$ cat src/rtl/modtimer.sv
module modtimer #(
  parameter int CW   = 16,
  parameter int AW   = 2,
  parameter int SELW = 3,
  parameter int PREW = 6
) (
  input  logic          clk,
  input  logic          rst_n,
  input  logic          wr_en,
  input  logic          rd_en,
  input  logic [AW-1:0] addr,
  input  logic [CW-1:0] wdata,
  output logic [CW-1:0] rdata,
  output logic          irq
);
  localparam logic [AW-1:0] A_CTRL = AW'(0);
  localparam logic [AW-1:0] A_CNT  = AW'(1);
  localparam logic [AW-1:0] A_MOD  = AW'(2);
  localparam int B_FLAG = 7;
  localparam int B_IE   = 6;
  localparam int B_HALT = 5;
  localparam int B_RST  = 4;
  localparam logic [SELW-1:0] SEL_MAX = SELW'(PREW);

  logic [CW-1:0]   cnt, modv;
  logic [PREW-1:0] pre, pmask;
  logic [SELW-1:0] sel, sel_eff;
  logic            flag, ie, halt, armed;
  logic            wr_ctrl, rd_ctrl, wr_cnt, wr_mod, restart;
  logic            tick, wrap, ovf_ev, clr_ev;

  assign wr_ctrl = wr_en && addr == A_CTRL;
  assign wr_cnt  = wr_en && addr == A_CNT;
  assign wr_mod  = wr_en && addr == A_MOD;
  assign rd_ctrl = rd_en && addr == A_CTRL;
  assign restart = wr_ctrl && wdata[B_RST];

  assign sel_eff = (sel > SEL_MAX) ? SEL_MAX : sel;
  assign pmask   = ~({PREW{1'b1}} << sel_eff);
  assign tick    = !halt && ((pre & pmask) == pmask);
  assign wrap    = tick && cnt == modv;
  assign ovf_ev  = wrap && !restart && !wr_cnt;
  assign clr_ev  = wr_ctrl && !wdata[B_FLAG] && armed;

  always_ff @(posedge clk or negedge rst_n) begin
    if (!rst_n) pre <= '0;
    else if (restart) pre <= '0;
    else if (!halt) pre <= pre + 1'b1;
  end

  always_ff @(posedge clk or negedge rst_n) begin
    if (!rst_n) cnt <= '0;
    else if (restart) cnt <= '0;
    else if (wr_cnt) cnt <= wdata;
    else if (tick) cnt <= wrap ? '0 : cnt + 1'b1;
  end

  always_ff @(posedge clk or negedge rst_n) begin
    if (!rst_n) modv <= '1;
    else if (wr_mod) modv <= wdata;
  end

  always_ff @(posedge clk or negedge rst_n) begin
    if (!rst_n) begin
      ie   <= 1'b0;
      halt <= 1'b1;
      sel  <= '0;
    end else if (wr_ctrl) begin
      ie   <= wdata[B_IE];
      halt <= wdata[B_HALT];
      sel  <= wdata[SELW-1:0];
    end
  end

  always_ff @(posedge clk or negedge rst_n) begin
    if (!rst_n) flag <= 1'b0;
    else if (ovf_ev) flag <= 1'b1;
    else if (clr_ev) flag <= 1'b0;
  end

  always_ff @(posedge clk or negedge rst_n) begin
    if (!rst_n) armed <= 1'b0;
    else if (ovf_ev || wr_ctrl) armed <= 1'b0;
    else if (rd_ctrl && flag) armed <= 1'b1;
  end

  always_comb begin
    rdata = '0;
    case (addr)
      A_CTRL: begin
        rdata[B_FLAG]   = flag;
        rdata[B_IE]     = ie;
        rdata[B_HALT]   = halt;
        rdata[SELW-1:0] = sel;
      end
      A_CNT:   rdata = cnt;
      A_MOD:   rdata = modv;
      default: rdata = '0;
    endcase
  end

  assign irq = flag && ie;
endmodule


$ cat config.mk
export PLATFORM = sky130hd
export DESIGN_NAME = modtimer
export DESIGN_NICKNAME = d
export VERILOG_FILES = /design/src/rtl/modtimer.sv
export SDC_FILE = /design/constraint.sdc
export NUM_CORES = 1
export LEC_CHECK = 0
export BUFFER_PORTS_ARGS = -buffer_cell sky130_fd_sc_hd__buf_2
export CAP_MARGIN = 20
export CELL_PAD_IN_SITES_DETAIL_PLACEMENT = 0
export CELL_PAD_IN_SITES_GLOBAL_PLACEMENT = 1
export CORE_ASPECT_RATIO = 1.2
export CORE_UTILIZATION = 47
export CTS_BUF_LIST = sky130_fd_sc_hd__clkbuf_4
export DETAILED_ROUTE_END_ITERATION = 10
export PLACE_DENSITY = 0.86
export SETUP_SLACK_MARGIN = 0.3
export SLEW_MARGIN = 20
export SYNTH_ARGS = -nofsm -noshare
export SYNTH_HDL_FRONTEND = slang
export SYNTH_SLANG_ARGS = --single-unit
$ cat constraint.sdc
create_clock -name clk -period 1.8 [get_ports clk]
set_input_delay 0.18 -clock clk [delete_from_list [all_inputs] [get_ports clk]]
set_output_delay 0.18 -clock clk [all_outputs]
set_load 0.02 [all_outputs]
==> flow_summary_export.csv, run 1 <==
group,metric,value,unit
placement,dp.cells,429,
synthesis,synth_edf_count,0,
setup_path,startpoint,"modv[12]$_DFFE_PN1P_",
setup_path,max_stage_delay,0.58,ns
clocking,cts_root_buf,"clkbuf_4",
clocking,clockBufferDepth,2,
clocking,htree_num_levels,2,
detailed_routing,num_vias,2617,
run,cap_violations,0,
sta,layout_min_cycle_time,1.868,ns
setup_path,path_depth,6,
detailed_routing,detail-route-antenna-nets,0,
setup_path,worstSetupEndpoint,"cnt[7]$_DFFE_PN0P_",
setup_path,cp_num_buf_inv,1,
outcome,violations,"negative setup slack",
pwr,ir_drop,0.6194,mV
final_layout,final_cell_mix,"40 x buf_4, 27 x dfrtp_1, 23 x buf_2, 21 x nand2_1, 21 x mux2_2",
grt,grt_util_all_layers,0.2621,
synthesis,synth_ff_type,"dfrtp_1",
clocking,clk_pin_slew_worst_paths,0.13,ns
sta,hold_viol_final,0,
clocking,clk_latency,0.36,ns
final_layout,drive_gt1_frac,0.4454,
synthesis,yosysWarningCount,0,
sta,finalHoldWorstSlack,0.05415,ns
synthesis,yosysUniqueCellTypes,55,
synthesis,netlist_area,2943,um2
detailed_routing,drt-total-wl,7928,um
die,core_area,6051,um2
sta,rsz0062_at_grt,"yes",
placement,place_congestion,0.8969,
die,die_area,6583,um2
sta,fin_setup_tns,-0.2781,ns
synthesis,yosysSeqAreaShare,0.3899,
grt,grt_max_degree,24,
setup_path,critical_path_arrival,2.10,ns
final_layout,area_growth_syn_to_layout,27.13,%
grt,gr-total-overflow,0,
final_layout,fin_util,0.6183,
detailed_routing,first_iter_violations,129,
sta,setup_violations,11,
sta,fin_skew,0.01135,ns
die,initial_core_util,0.4864,
setup_path,r2r-end,"cnt[7]$_DFFE_PN0P_",
final_layout,fin_nets,393,
placement,placed_area,3421,um2
placement,pre_cts_ws,-0.03575,ns
die,die_height,88.68,um
setup_path,critical_path.cell_chain,"xor2_1 -> nor4_2 -> nand4_1 -> buf_6 -> a31oi_1 -> o221ai_1",
setup_path,critical_path_class,"reg2reg",
clocking,numCtsBuffers,5,
final_layout,diodes,0,
synthesis,async_flop_share,1.000,
clocking,cts_tree,"yes",
synthesis,synth_seq_cells,45,
min_path,hold_path.class,"in2reg",
sta,finalMaxSlewViolations,0,
setup_path,critPathSlowestCell,"dfstp_2",
setup_path,timing.reg2reg.setup_slack,-0.07,ns
outcome,status,"complete, but fails checks",
sta,fmax,0.5353,GHz
setup_path,reg2reg_depth,6,
placement,hpwl,5649,um
setup_path,critical_path.top_delay_family,"simple AND/OR/NAND/NOR gates",
setup_path,worst-path-max-fanout,15,
die,num_rows,31,
grt,antenna_found_initial,0,
sta,maxSlewHeadroom,0.6081,
synthesis,syn_inst,292,
sta,period_share,1.038,
synthesis,syn-num-nets,320,
pwr,power,4.061,mW
pwr,power_density,1085,nW/um2
synthesis,avgSynthCellArea,10.08,um2
sta,tightestPinTransition,0.5879,ns
sta,fin_ws,-0.06805,ns
detailed_routing,via_per_inst,5.842,
die,die_w,74.24,um
detailed_routing,wl_per_cell,17.70,um
final_layout,layout_commonest_cell,"buf_4",
pwr,p_leak,1.591,nW
final_layout,layout.cells.non_filler,448,
placement,portBuffers,38,
grt,grt_pass1_wl,12930,um
grt,grt_pass1_vias,2686,
detailed_routing,route.detailed.drc,0,
setup_path,endpoint_kind,"flop",
final_layout,fin_area,3741,um2
die,io_pins,39,
setup_path,rr_startpoint,"modv[12]$_DFFE_PN1P_",
clocking,cts_num_sinks,45,
detailed_routing,firstDrtPassIters,4,
setup_path,critPathLaunchType,"flop",
setup_path,worstPathRequired,2.03,ns
[cell families (layout without fill, tap and decap cells)]
| logic type | count (synthesis) | after routing | share of synthesized area |
|---|---|---|---|
| XOR/XNOR | 21 | 21 | 0.06250 |
| buffers and inverters | 33 | 107 | 0.06037 |
| flip-flops | 45 | 45 | 0.3899 |
| AO/OA/AOI/OAI | 61 | 61 | 0.1705 |
| adder cells (fa/ha/maj) | 6 | 6 | 0.02551 |
| multiplexers | 22 | 22 | 0.08376 |
| AND/OR/NAND/NOR | 104 | 104 | 0.2075 |
[final cells by class]
type | count | area (um2)
Inverter | 15 | 56.30
Fill cell | 533 | 2310
Clock buffer | 8 | 60.06
Timing Repair Buffer | 84 | 668.1
Sequential cell | 45 | 1149
Multi-Input combinational cell | 214 | 1705
Tap cell | 82 | 102.6
[synth_stat cells, types with 5 or more instances]
master	n	share of area
dfrtp_1	28	0.24
nor2_1	17	0.022
nand2_1	21	0.027
xor2_1	19	0.057
buf_6	6	0.023
nor4_1	5	0.011
a22oi_1	15	0.038
o221ai_1	5	0.015
ha_1	6	0.026
mux2_2	21	0.080
dfstp_2	17	0.15
a31oi_1	11	0.023
nand3_1	10	0.017
a222oi_1	6	0.020
nand4_1	11	0.023
nor2b_1	11	0.023
clkbuf_1	6	0.0077
inv_1	15	0.019
[worst min path at each step]
stage | start | endpoint | cells past startpoint
final | wdata[12] | cnt[12]$_DFFE_PN0P_ | 3
after global routing | wdata[11] | modv[11]$_DFFE_PN1P_ | 2
after CTS | wdata[3] | cnt[3]$_DFFE_PN0P_ | 3
after detailed placement | rst_n | cnt[14]$_DFFE_PN0P_ | 1
after global placement | rst_n | cnt[14]$_DFFE_PN0P_ | 1
after floorplan | rst_n | armed$_DFFE_PN0P_ | 0
[report_power, final]
part           internal [mW]  switching (mW)
sequential              1.35           0.314
clock                  0.202           0.317
combinational          0.957           0.922
[routing by layer]
layer / track usage / routed length (um) / vias to the layer above
li1: - / - / 1218
met1: 0.3069 / 3140 / 1306
met2: 0.4793 / 4258 / 80
met3: 0.04214 / 390 / 13
met4: 0.09262 / 138 / 0
met5: 0 / 0 / -
[flip-flops by register name, summed over array words and instances (netlist names)]
signal	count
ie	1
pre	6
sel	3
modv	16
halt	1
cnt	16
flag	1
armed	1
[tightest hold or removal path: cells and delay by family]
family                 cells  cell delay [ns]
AND/OR/NAND/NOR            1             0.05
buffers and inverters      1             0.09
AO/OA/AOI/OAI              1             0.07
[timing repair]
action	4_1_cts	5_1_grt
endpoints found under the setup margin	34	34
hold endpoints to repair	15	0
setup buffers	4	5
resized for setup	29	20
pin swaps	13	8
hold buffers	1	0
gates cloned	0	1
Note: power is estimated with default switching activity, not from simulation.
==> run 2: changes to the inputs <==
- CORE_ASPECT_RATIO: 1.2 -> default
- GPL_TIMING_DRIVEN: default -> 0
==> flow_summary_export.csv, run 2 (synthesized netlist as in run 1, its figures left out) <==
group,metric,value,unit
sta,period_share,1.016,
grt,gr-max-usage-layer,"met2",
setup_path,critical_path.cell_chain,"xor2_1 -> nor4_2 -> nand4_1 -> buf_4 -> a31oi_1 -> o211ai_1",
grt,grtUsageMet1,0.3646,
detailed_routing,firstDrtPassIters,5,
sta,maxSlewHeadroom,0.6086,
clocking,numCtsBuffers,5,
setup_path,critical_path_class,"reg2reg",
run,cap_violations,0,
setup_path,critPathSlowestCell,"dfstp_2",
sta,rsz0062_at_grt,"yes",
min_path,hold_path.class,"in2reg",
detailed_routing,num_vias,2559,
pwr,seq_power_share,0.424,
pwr,switching_share,0.3832,
sta,fin_skew,0.01834,ns
sta,setup_violations,1,
sta,finalMaxSlewViolations,0,
detailed_routing,first_iter_violations,179,
die,die_height,81.13,um
final_layout,drive_gt1_frac,0.4236,
pwr,p_comb_frac,0.385,
final_layout,fin_nets,374,
sta,fmax,0.5466,GHz
sta,tightestPinTransition,0.5871,ns
clocking,clk_latency,0.37,ns
grt,grt_pass1_vias,2387,
grt,grt_pass1_wl,12590,um
sta,hold_viol_final,0,
pwr,switchingPower,1.583,mW
final_layout,diodes,0,
pwr,power.internal,2.548,mW
setup_path,critical_path.top_delay_family,"flip-flops",
pwr,p_leak,1.504,nW
placement,place_congestion,0.8835,
grt,antenna_found_initial,0,
grt,met3_usage,0.03708,
clocking,cts_num_sinks,45,
setup_path,worst-path-max-fanout,10,
detailed_routing,wl_per_cell,19.15,um
placement,placed_area,3241,um2
grt,grt_use_met2,0.4193,
clocking,cts_tree,"yes",
setup_path,cp_num_buf_inv,1,
final_layout,layout_commonest_cell,"buf_4",
detailed_routing,via_per_inst,6.064,
pwr,ir_drop,0.6874,mV
placement,hpwl,5480,um
sta,fin_ws,-0.02943,ns
die,num_rows,28,
setup_path,critPathLaunchType,"flop",
clocking,clk_pin_slew_worst_paths,0.16,ns
die,die_area,6582,um2
pwr,power,4.132,mW
pwr,clkPwrFrac,0.191,
detailed_routing,drt-total-wl,8080,um
detailed_routing,detail-route-antenna-nets,0,
setup_path,critical_path_arrival,2.08,ns
final_layout,final_cell_mix,"24 x buf_4, 23 x dfrtp_1, 21 x buf_2, 21 x nand2_1, 21 x mux2_2",
setup_path,endpoint_kind,"flop",
final_layout,fin_util,0.6048,
final_layout,area_growth_syn_to_layout,23.13,%
placement,portBuffers,37,
outcome,violations,"negative setup slack",
grt,gr-total-overflow,0,
final_layout,top_regs,"cnt (16), modv (16), pre (6)",
setup_path,worstPathRequired,2.05,ns
final_layout,fin_area,3623,um2
clocking,cts_root_buf,"clkbuf_4",
grt,grt_util_all_layers,0.2575,
clocking,htree_num_levels,2,
pwr,power_density,1140,nW/um2
setup_path,max_stage_delay,0.59,ns
die,core_area,5991,um2
clocking,clockBufferDepth,2,
grt,grt_max_degree,46,
outcome,status,"complete, but fails checks",
detailed_routing,route.detailed.drc,0,
sta,layout_min_cycle_time,1.829,ns
die,initial_core_util,0.4912,
die,io_pins,39,
die,die_w,81.13,um
==> run 2: cell count changes in the layout (fill, tap and decap cells not counted), sizes merged <==
cell / before / now
clkinv: 0 / 1
bufinv: 0 / 2
buf: 83 / 57
clkbuf: 8 / 12
==> run 2: final cells by class <==
| type | count | area (um2) |
|---|---|---|
| Buffer | 18 | 186.4 |
| Sequential cell | 45 | 1154 |
| Tap cell | 75 | 93.84 |
| Timing Repair Buffer | 47 | 326.6 |
| Inverter | 15 | 56.30 |
| Multi-Input combinational cell | 214 | 1704 |
| Clock buffer | 5 | 37.54 |
| Fill cell | 510 | 2367 |
| Clock inverter | 3 | 65.06 |
==> run 2: per-stage QoR <==
step	worst slack [ns]	hold WS [ns]	setup TNS, ns	instances
detailed placement	-0.3323	0.4163	-6.822	404
CTS	0.01586	0.009020	0	420
global route	-0.1168	0.03615	-0.9446	422
floorplan	0.2564	-0.1156	0	292
finish	-0.02943	0.03930	-0.02943	422
global placement	-0.2927	0.4062	-6.069	404
==> run 2: routing by layer <==
layer | part of all wire | routed length, um
met5 | 0 | 0
met4 | 0.0078 | 63
met3 | 0.048 | 384
met2 | 0.47 | 3828
met1 | 0.47 | 3804
==> run 2: worst reg2reg max path, delay by kind of cell (launching register included) <==
| kind | cells | cell delay (ns) |
|---|---|---|
| flops | 1 | 0.59 |
| compound gates | 2 | 0.31 |
| buf+inv | 1 | 0.21 |
| xor+xnor | 1 | 0.11 |
| simple gates | 2 | 0.50 |
==> run 2: final timing paths <==
kind                       depth (start not counted)           startpoint                  end  slack [ns]
max reg2reg                                        6  modv[1]$_DFFE_PN1P_  cnt[12]$_DFFE_PN0P_       -0.03
max in group asynchronous                          2                rst_n   sel[2]$_DFFE_PN0P_        1.02
min in group asynchronous                          2                rst_n     flag$_DFFE_PN0P_        0.34
min                                                3             wdata[6]   cnt[6]$_DFFE_PN0P_        0.04
max                                                6  modv[1]$_DFFE_PN1P_  cnt[12]$_DFFE_PN0P_       -0.03
min reg2reg                                        1     flag$_DFFE_PN0P_     flag$_DFFE_PN0P_        0.56
==> run 2: repair_timing <==
item	in CTS	in global routing
gates resized for setup	31	28
pin swaps	5	9
buffers inserted	8	1
endpoints found under the setup margin	44	44
hold endpoints to repair	0	28
hold buffers	0	1
==> run 2: power groups by stage <==
stage	clock network, mW	logic [mW]	registers, mW
after floorplan	0	1.07	1.65
after global placement	0	1.36	1.74
after detailed placement	0	1.38	1.75
after CTS	0.796	1.52	1.72
after global routing	0.844	1.72	1.79
final	0.790	1.59	1.75
==> run 3: changes to the inputs <==
- CAP_MARGIN: 20 -> default
- SETUP_SLACK_MARGIN: 0.3 -> default
==> flow_summary_export.csv, run 3 (synthesized netlist as in run 1, its figures left out) <==
group,metric,value,unit
sta,rsz0062_at_grt,"yes",
sta,hold_viol_final,0,
final_layout,fin_util,0.5650,
clocking,cts_root_buf,"clkbuf_4",
setup_path,critical_path_arrival,2.07,ns
pwr,power_density,1137,nW/um2
detailed_routing,first_iter_violations,236,
sta,layout_min_cycle_time,1.822,ns
detailed_routing,firstDrtPassIters,5,
final_layout,multi_input_area,1658,um2
grt,antenna_found_initial,0,
sta,maxSlewHeadroom,0.6062,
setup_path,critical_path_class,"reg2reg",
sta,finalMaxSlewViolations,0,
clocking,clk_pin_slew_worst_paths,0.12,ns
run,cap_violations,0,
placement,portBuffers,37,
clocking,clockBufferDepth,2,
min_path,whs_path_depth,3,
die,die_area,6582,um2
grt,grt_pass1_vias,2360,
die,num_rows,28,
setup_path,rr_startpoint,"modv[10]$_DFFE_PN1P_",
detailed_routing,wl_per_cell,18.76,um
clocking,htree_num_levels,2,
die,core_area,5991,um2
sta,period_share,1.012,
sta,setup_violations,3,
min_path,hold_end,"cnt[3]$_DFFE_PN0P_",
final_layout,regArea,1151,um2
sta,fin_ws,-0.02216,ns
final_layout,area_growth_syn_to_layout,15.01,%
clocking,cts_tree,"yes",
placement,place_congestion,0.8298,
placement,hpwl,5428,um
grt,grt_pass1_wl,12120,um
outcome,violations,"negative setup slack",
sta,fin_skew,0.01263,ns
pwr,ir_drop,0.5717,mV
detailed_routing,num_vias,2555,
grt,gr-total-overflow,0,
die,die_height,81.13,um
final_layout,layout_commonest_cell,"buf_2",
sta,fmax,0.5488,GHz
final_layout,fin_nets,367,
final_layout,final_cell_mix,"40 x buf_2, 25 x dfrtp_1, 21 x nand2_1, 21 x mux2_2, 19 x xor2_1",
final_layout,drive_gt1_frac,0.3647,
die,die_w,81.13,um
setup_path,worstPathRequired,2.05,ns
setup_path,timing.reg2reg.setup_slack,-0.02,ns
detailed_routing,detail-route-antenna-nets,0,
clocking,numCtsBuffers,5,
setup_path,critPathLaunchType,"flop",
die,io_pins,39,
setup_path,startpoint,"modv[10]$_DFFE_PN1P_",
final_layout,top_regs,"cnt (16), modv (16), pre (6)",
final_layout,diodes,0,
setup_path,endpoint_kind,"flop",
min_path,hold_path.class,"in2reg",
sta,fin_setup_tns,-0.03503,ns
pwr,p_leak,1.424,nW
setup_path,reg2reg_depth,6,
setup_path,r2r-end,"cnt[12]$_DFFE_PN0P_",
setup_path,worst-path-max-fanout,10,
clocking,cts_num_sinks,45,
detailed_routing,drt-total-wl,7786,um
outcome,status,"complete, but fails checks",
die,initial_core_util,0.4912,
final_layout,nFillCells,527,
grt,grt_max_degree,46,
clocking,clk_latency,0.36,ns
sta,tightestPinTransition,0.5907,ns
detailed_routing,via_per_inst,6.157,
detailed_routing,route.detailed.drc,0,
grt,grt_util_all_layers,0.2474,
min_path,worstHoldStart,"wdata[3]",
==> run 3: worst max path at each step <==
stage | cells after the start | endpoint
after floorplan | 6 | cnt[2]$_DFFE_PN0P_
after global placement | 8 | rdata[2]
after detailed placement | 8 | rdata[1]
after CTS | 6 | cnt[12]$_DFFE_PN0P_
after global routing | 6 | cnt[12]$_DFFE_PN0P_
final | 6 | cnt[12]$_DFFE_PN0P_
==> run 3: where the power goes <==
part	switching, mW	internal, mW	leakage, nW
Sequential	0.392	1.35	0.503
Combinational	0.792	0.673	0.878
Clock	0.332	0.305	0.0433
Total	1.52	2.33	1.42
==> run 3: what timing repair did <==
item / in CTS / in global routing
buffers inserted: 0 / 3
pin swaps: 0 / 3
resized for setup: 5 / 13
setup endpoints to repair: 20 / 13
hold endpoints to repair: 0 / 28
gates cloned: 0 / 0
hold buffers: 0 / 1
==> run 3: layer usage <==
metal	wire, um	track usage
met1	3510	0.3456
met2	3635	0.3966
met3	522	0.04270
met4	119	0.06071
met5	0	0
==> run 3: critical path, cell delays in order (launching register included) <==
cell      delay, ns
dfstp_2        0.59
xor2_1         0.11
nor4_2         0.31
nand4_1        0.17
buf_2          0.23
a31oi_1        0.21
o211ai_1       0.10
==> run 3: area by class of cell <==
class / count / share of cell area
buffer: 17 / 0.03734
clock buffer: 6 / 0.01331
clock inverter: 2 / 0.009982
inverter: 15 / 0.01664
multi-input combinational: 214 / 0.4898
sequential: 45 / 0.3401
tap: 75 / 0.02773
timing repair buffer: 41 / 0.06506
==> run 3: per-stage QoR <==
step	setup WS [ns]	total power [mW]	hold slack, ns	cells	area, um2
after floorplan	0.2438	2.706	-0.1156	292	2943
after global placement	-0.2900	3.081	0.4075	404	3222
after detailed placement	-0.2930	3.122	0.4145	404	3222
after CTS	0.0003153	3.775	0.01409	411	3309
after global routing	-0.06291	4.074	0.04585	415	3385
final	-0.02216	3.847	0.04835	415	3385
